File: config.mk
export PLATFORM = sky130hd
export DESIGN_NAME = sync_uart_tx
export DESIGN_NICKNAME = d
export VERILOG_FILES = /design/src/rtl/sutx_pkg.sv /design/src/rtl/sutx_bit_timer.sv /design/src/rtl/sutx_shifter.sv /design/src/rtl/sutx_sclk_gen.sv /design/src/rtl/sync_uart_tx.sv
export SDC_FILE = /design/constraint.sdc
export NUM_CORES = 1
export LEC_CHECK = 0
export ABC_AREA = 1
export BUFFER_PORTS_ARGS = -buffer_cell sky130_fd_sc_hd__buf_2
export CAP_MARGIN = 10
export CORE_ASPECT_RATIO = 1.1
export CORE_MARGIN = 1
export CORE_UTILIZATION = 25
export DETAILED_ROUTE_END_ITERATION = 10
export GPL_TIMING_DRIVEN = 0
export PLACE_DENSITY_LB_ADDON = 0.12
export SYNTH_ARGS = -nofsm -noshare
export SYNTH_HDL_FRONTEND = slang
export SYNTH_HIERARCHICAL = 1
export SYNTH_SLANG_ARGS = --single-unit
File: constraint.sdc
create_clock -name clk -period 3.35 [get_ports clk]
set_clock_uncertainty 0.15 [all_clocks]
set_input_delay 0 -clock clk [delete_from_list [all_inputs] [get_ports clk]]
set_output_delay 0 -clock clk [all_outputs]
set_load 0.05 [all_outputs]
File: src/rtl/sutx_pkg.sv
// Shared types for the framed serial transmitter.
// Assumes the oversampling factor is even so a half bit is a whole tick count.
package sutx_pkg;

    typedef enum logic [2:0] {
        ST_IDLE,
        ST_START,
        ST_DATA,
        ST_STOP,
        ST_BREAK,
        ST_GAP
    } sutx_state_e;

    // Stop interval length in ticks for a stop code and ticks-per-bit value.
    function automatic int unsigned stop_ticks(input logic [1:0] code, input int unsigned os);
        case (code)
            2'b00:   return os;
            2'b01:   return os / 2;
            2'b10:   return 2 * os;
            default: return os + os / 2;
        endcase
    endfunction

endpackage

File: src/rtl/sutx_bit_timer.sv
// Tick counter for the current line interval. Counts tick pulses up to
// limit_i and flags the pulse that completes the interval, then wraps to 0.
// Assumes limit_i is nonzero and only changes when the count is 0.
module sutx_bit_timer #(
    parameter int CNT_W = 8
) (
    input  logic             clk,
    input  logic             rst_n,
    input  logic             tick_i,
    input  logic             clear_i,
    input  logic [CNT_W-1:0] limit_i,
    output logic [CNT_W-1:0] cnt_o,
    output logic             done_o
);

    logic [CNT_W-1:0] cnt_q;

    assign done_o = tick_i && !clear_i && (cnt_q == limit_i - 1'b1);
    assign cnt_o  = cnt_q;

    // Advance on each tick, wrap when the interval ends, hold at 0 while cleared.
    always_ff @(posedge clk) begin
        if (!rst_n || clear_i) begin
            cnt_q <= '0;
        end else if (done_o) begin
            cnt_q <= '0;
        end else if (tick_i) begin
            cnt_q <= cnt_q + 1'b1;
        end
    end

    AST_CNT_BELOW_LIMIT: assert property (@(posedge clk) disable iff (!rst_n) cnt_q < limit_i);

endmodule

File: src/rtl/sutx_shifter.sv
// Data shift register with a bit index. Loads a byte and presents bit 0,
// then shifts right on request. last_o marks the final data bit.
// Assumes shift_i is never raised while last_o is high.
module sutx_shifter #(
    parameter int DATA_W = 8
) (
    input  logic              clk,
    input  logic              rst_n,
    input  logic              load_i,
    input  logic [DATA_W-1:0] data_i,
    input  logic              shift_i,
    output logic              bit_o,
    output logic              last_o
);

    localparam int IDX_W = (DATA_W > 1) ? $clog2(DATA_W) : 1;

    logic [DATA_W-1:0] sh_q;
    logic [IDX_W-1:0]  idx_q;

    assign bit_o  = sh_q[0];
    assign last_o = (idx_q == IDX_W'(DATA_W - 1));

    // Capture a new byte or move the next bit into position 0.
    always_ff @(posedge clk) begin
        if (!rst_n) begin
            sh_q  <= '0;
            idx_q <= '0;
        end else if (load_i) begin
            sh_q  <= data_i;
            idx_q <= '0;
        end else if (shift_i) begin
            sh_q  <= sh_q >> 1;
            idx_q <= idx_q + 1'b1;
        end
    end

    AST_IDX_IN_RANGE: assert property (@(posedge clk) disable iff (!rst_n) shift_i |-> !last_o);

endmodule

File: src/rtl/sutx_sclk_gen.sv
// Synchronous clock output. Gives one pulse per data bit; its half within
// the bit is chosen by phase, and its rest level by polarity.
// Assumes the tick count restarts at 0 at every data bit boundary.
module sutx_sclk_gen #(
    parameter int CNT_W      = 8,
    parameter int OVERSAMPLE = 16
) (
    input  logic             in_data_i,
    input  logic [CNT_W-1:0] cnt_i,
    input  logic             en_i,
    input  logic             pol_i,
    input  logic             pha_i,
    output logic             sclk_o
);

    localparam logic [CNT_W-1:0] HALF_C = CNT_W'(OVERSAMPLE / 2);

    logic second_half;
    logic active;

    // Decide whether the clock sits at its active level in this part of the bit.
    always_comb begin
        second_half = (cnt_i >= HALF_C);
        active      = en_i && in_data_i && (pha_i ? !second_half : second_half);
        sclk_o      = pol_i ^ active;
    end

endmodule

File: src/rtl/sync_uart_tx.sv
// Framed serial transmitter top. Sequences start, data, stop, break and
// post-break gap intervals, and drives the data line, clock output,
// ready and busy. Assumes tick_i is a single-cycle pulse.
module sync_uart_tx #(
    parameter int DATA_W      = 8,
    parameter int OVERSAMPLE  = 16,
    parameter int BREAK_BITS  = 13
) (
    input  logic              clk,
    input  logic              rst_n,
    input  logic              tick_i,
    input  logic [DATA_W-1:0] tx_data_i,
    input  logic              tx_valid_i,
    output logic              tx_ready_o,
    input  logic              brk_req_i,
    input  logic [1:0]        stop_sel_i,
    input  logic              lin_en_i,
    input  logic              sclk_en_i,
    input  logic              sclk_pol_i,
    input  logic              sclk_pha_i,
    output logic              txd_o,
    output logic              sclk_o,
    output logic              busy_o
);

    import sutx_pkg::*;

    localparam int MAX_TICKS = ((BREAK_BITS > 2) ? BREAK_BITS : 2) * OVERSAMPLE;
    localparam int CNT_W     = $clog2(MAX_TICKS + 1);
    localparam logic [CNT_W-1:0] LIM_BIT = CNT_W'(OVERSAMPLE);
    localparam logic [CNT_W-1:0] LIM_BRK = CNT_W'(BREAK_BITS * OVERSAMPLE);

    sutx_state_e      state_q, state_d;
    logic [1:0]       stop_q;
    logic [CNT_W-1:0] limit;
    logic [CNT_W-1:0] cnt;
    logic             done;
    logic             brk_go;
    logic             accept;
    logic             load;
    logic             shift;
    logic             data_bit;
    logic             last_bit;

    assign brk_go     = (state_q == ST_IDLE) && brk_req_i && lin_en_i;
    assign tx_ready_o = (state_q == ST_IDLE) && !(brk_req_i && lin_en_i);
    assign accept     = tx_valid_i && tx_ready_o;
    assign load       = accept;
    assign shift      = (state_q == ST_DATA) && done && !last_bit;
    assign busy_o     = (state_q != ST_IDLE);

    // Pick the tick length of the interval in progress.
    always_comb begin
        case (state_q)
            ST_STOP:  limit = CNT_W'(stop_ticks(stop_q, OVERSAMPLE));
            ST_BREAK: limit = LIM_BRK;
            default:  limit = LIM_BIT;
        endcase
    end

    // Next-state sequencing of the line intervals.
    always_comb begin
        state_d = state_q;
        case (state_q)
            ST_IDLE:  if (brk_go) state_d = ST_BREAK;
                      else if (accept) state_d = ST_START;
            ST_START: if (done) state_d = ST_DATA;
            ST_DATA:  if (done && last_bit) state_d = ST_STOP;
            ST_STOP:  if (done) state_d = ST_IDLE;
            ST_BREAK: if (done) state_d = ST_GAP;
            ST_GAP:   if (done) state_d = ST_IDLE;
            default:  state_d = ST_IDLE;
        endcase
    end

    // State register and stop code capture at byte acceptance.
    always_ff @(posedge clk) begin
        if (!rst_n) begin
            state_q <= ST_IDLE;
            stop_q  <= 2'b00;
        end else begin
            state_q <= state_d;
            if (accept) stop_q <= stop_sel_i;
        end
    end

    // Data line level per interval.
    always_comb begin
        case (state_q)
            ST_START: txd_o = 1'b0;
            ST_DATA:  txd_o = data_bit;
            ST_BREAK: txd_o = 1'b0;
            default:  txd_o = 1'b1;
        endcase
    end

    sutx_bit_timer #(.CNT_W(CNT_W)) u_timer (
        .clk     (clk),
        .rst_n   (rst_n),
        .tick_i  (tick_i),
        .clear_i (state_q == ST_IDLE),
        .limit_i (limit),
        .cnt_o   (cnt),
        .done_o  (done)
    );

    sutx_shifter #(.DATA_W(DATA_W)) u_shift (
        .clk     (clk),
        .rst_n   (rst_n),
        .load_i  (load),
        .data_i  (tx_data_i),
        .shift_i (shift),
        .bit_o   (data_bit),
        .last_o  (last_bit)
    );

    sutx_sclk_gen #(.CNT_W(CNT_W), .OVERSAMPLE(OVERSAMPLE)) u_sclk (
        .in_data_i (state_q == ST_DATA),
        .cnt_i     (cnt),
        .en_i      (sclk_en_i),
        .pol_i     (sclk_pol_i),
        .pha_i     (sclk_pha_i),
        .sclk_o    (sclk_o)
    );

    AST_ACCEPT_STARTS: assert property (@(posedge clk) disable iff (!rst_n) accept |=> (busy_o && !txd_o));
    AST_BREAK_GOES_LOW: assert property (@(posedge clk) disable iff (!rst_n) brk_go |=> (!txd_o && !tx_ready_o));
    AST_BREAK_OFF_IGNORED: assert property (@(posedge clk) disable iff (!rst_n)
        ((state_q == ST_IDLE) && brk_req_i && !lin_en_i && !tx_valid_i) |=> !busy_o);
    AST_SCLK_RESTS: assert property (@(posedge clk) disable iff (!rst_n) !busy_o |-> (sclk_o == sclk_pol_i));
    AST_BREAK_BEATS_BYTE: assert property (@(posedge clk) disable iff (!rst_n) brk_go |-> !tx_ready_o);

endmodule

==> results.cfg <==
[critical_path]
end_kind = flip-flop
required_ns = 3.43
critPathKind = reg2reg
crit_fanout = 10
crit_start = state_q[1]$_SDFFE_PN0P_
cp-start-kind = flip-flop
ff2ff_path_depth = 21
worstReg2RegStart = state_q[1]$_SDFFE_PN0P_
arrival_ns = 3.12

[floorplanning]
initial_utilization = 0.263
io_pins = 23
die_w_um = 82.2
num_rows = 31
die_area_um2 = 7410
die_y_um = 90.2
coreArea_um2 = 6710

[pwr]
power.density_nw_per_um2 = 627
total_leakage_power_nw = 1.11
ir_drop_mv = 0.485

[yosys]
yosysMostFrequentCell = nand2_1
yosys_warnings = 6
syn-cell-area_um2 = 1770
netlist_top_cells_area = dfxtp_1, nand2_1, inv_1
synth_common_cells = nand2_1, inv_1, dfxtp_1, nand3_1, nor2_1
ys_async_sr_fraction = 0
syn_area_per_cell_um2 = 6.41
synth_top_area_frac = 0.272
postSynthCellCount = 276
synth-main-ff-cell = dfxtp_1
ys_seq_area_frac = 0.272
synth-seq-cells = 24
synthDistinctLibCells = 26
synth_top_area_cell = dfxtp_1
synth-edff-count = 0

[routing]
viasPerCell = 4.15
post_drt_wl_per_cell_um = 9.57
dr.first_iter.drc_count = 29
drt_pre_antenna_iters = 4
ant_nets = 0
via_count = 1699
postRouteWirelength_um = 3920
drc = 0

[timing]
tightest_slew_ns = 0.522
fin_crit_ns = 3.04
setup-tns-final_ns = 0
slew_viol_final = 0
hold_viol = 0
setup_viol = 0
fmax_mhz = 329
maxSlewHeadroom = 0.651
fin_ws_ns = 0.308
fin_crit_sh = 0.908
rsz0062_at_grt = no

[layout]
final_nets = 354
drive_above_1_share = 0.226
area_growth_syn_to_layout_pct = 27.2
antenna_cells = 0
final_util = 0.335
final_area_um2 = 2250

[run_status]
status = finished, final reports clean

[place]
place_area_um2 = 2010
dpl.hpwl_um = 2980
dp_slack_ns = 0.187
place_congestion = 0.796
io_buffers = 21

[global_route]
grt_remaining_overflow = 0
grt_antenna_before_repair = 0
grt.total_usage = 0.117
grt_pass1_vias = 1547
grt_max_degree = 15
grt_pass1_wl_um = 6770

[cts]
post-cts-setup-buffers = 0
clockBufferDepth = 2
clkTransAtPathRegs_ns = 0.09
cts_root_buf = clkbuf_8
h-tree-depth = 1
clock_latency_ns = 0.27
clock-sinks = 24
cts_tree = built
cts_made_buffers = 3

[hold_path]
worstHoldPathCells = 7
min_path_type = in2reg
hold_start = brk_req_i

[flow_run]
maxCapViolCount = 0
-- cell usage in the layout, fill, tap and decap left out, drive strengths merged, types with 4 or more instances in the layout --
| master | n |
|---|---|
| o21ai | 6 |
| conb | 11 |
| xor2 | 6 |
| nand2 | 93 |
| dfxtp | 24 |
| dlygate4sd3 | 16 |
| nor2 | 44 |
| a21oi | 6 |
| xnor2 | 5 |
| ha | 7 |
| nor3 | 5 |
| inv | 46 |
| nand3 | 24 |
| buf | 24 |
| nand4 | 4 |
-- worst max-delay path, cell delays in order (launching register included) --
cell,delay (ns)
dfxtp_1,0.49
inv_2,0.09
nor3_2,0.18
inv_2,0.05
nor2_1,0.41
inv_2,0.06
nand2_1,0.08
nand2_1,0.05
nand2_1,0.06
nand2_1,0.06
nor2_2,0.09
nand2_2,0.07
nor2_4,0.09
nand2_4,0.08
inv_1,0.08
inv_1,0.06
nor3_2,0.35
buf_6,0.21
nand3_1,0.11
nand3_1,0.10
nand2_1,0.05
inv_1,0.05
-- worst paths after layout --
kind | end | slack, ns
setup / recovery | u_shift/sh_q[0]$_SDFFE_PN0P_ | 0.31
setup reg to reg | u_shift/sh_q[0]$_SDFFE_PN0P_ | 0.31
hold reg to reg | u_shift/idx_q[2]$_SDFFE_PP0P_ | 0.32
hold / removal | state_q[2]$_SDFFE_PN0P_ | 0.09
-- registers in the layout, summed over array words and instances, names as in the netlist --
register / count
stop_q: 2
u_timer/cnt_o: 8
state_q: 3
u_shift/sh_q: 8
u_shift/idx_q: 3
-- area by class of cell --
cell class | count | area, µm²
Clock inverter | 1 | 30.0
Timing Repair Buffer | 37 | 265
Fill cell | 756 | 4460
Inverter | 46 | 173
Tap cell | 82 | 103
Clock buffer | 3 | 41.3
Sequential cell | 24 | 480
Multi-Input combinational cell | 213 | 1130
Buffer | 3 | 30.0
-- metal layers --
metal  routed length [µm]  vias to the layer above  part of all wire  track usage
li1                     -                      934                 -            -
met1                 1930                      738              0.49        0.159
met2                 1850                       23              0.47        0.185
met3                   83                        4             0.021       0.0122
met4                   52                        0             0.013       0.0453
met5                    0                        -                 0            0
-- metrics by stage --
stage	hold slack (ns)	power [mW]	cells
floorplan	-0.0524	0.978	286
CTS	0.0817	1.42	409
finish	0.0862	1.41	409
global placement	0.0857	1.13	389
detailed placement	0.0907	1.13	389
global route	0.140	1.53	409
-- timing repair --
item / CTS / global route
hold buffers: 16 / 0
setup endpoints to repair: 0 / 10
endpoints found under the hold margin: 17 / 0
gates resized for setup: 0 / 1
-- power breakdown --
part,leakage (nW),internal (mW),total [mW],switching (mW)
Clock,0.0357,0.160,0.262,0.102
Sequential,0.196,0.334,0.391,0.0569
Combinational,0.880,0.244,0.757,0.513
Total,1.11,0.738,1.41,0.672
-- cell families (layout without fill, tap and decap cells) --
kind of cell / after synthesis / after routing / synth area share
xor+xnor: 11 / 11 / 0.0545
simple gates: 171 / 171 / 0.468
fa+ha+maj: 7 / 7 / 0.0495
mux: 1 / 1 / 0.00566
compound gates: 12 / 12 / 0.0340
other cells: 1 / 11 / 0.00212
flops: 24 / 24 / 0.272
buf+inv: 49 / 90 / 0.115
Note: power is estimated with default switching activity, not from simulation.
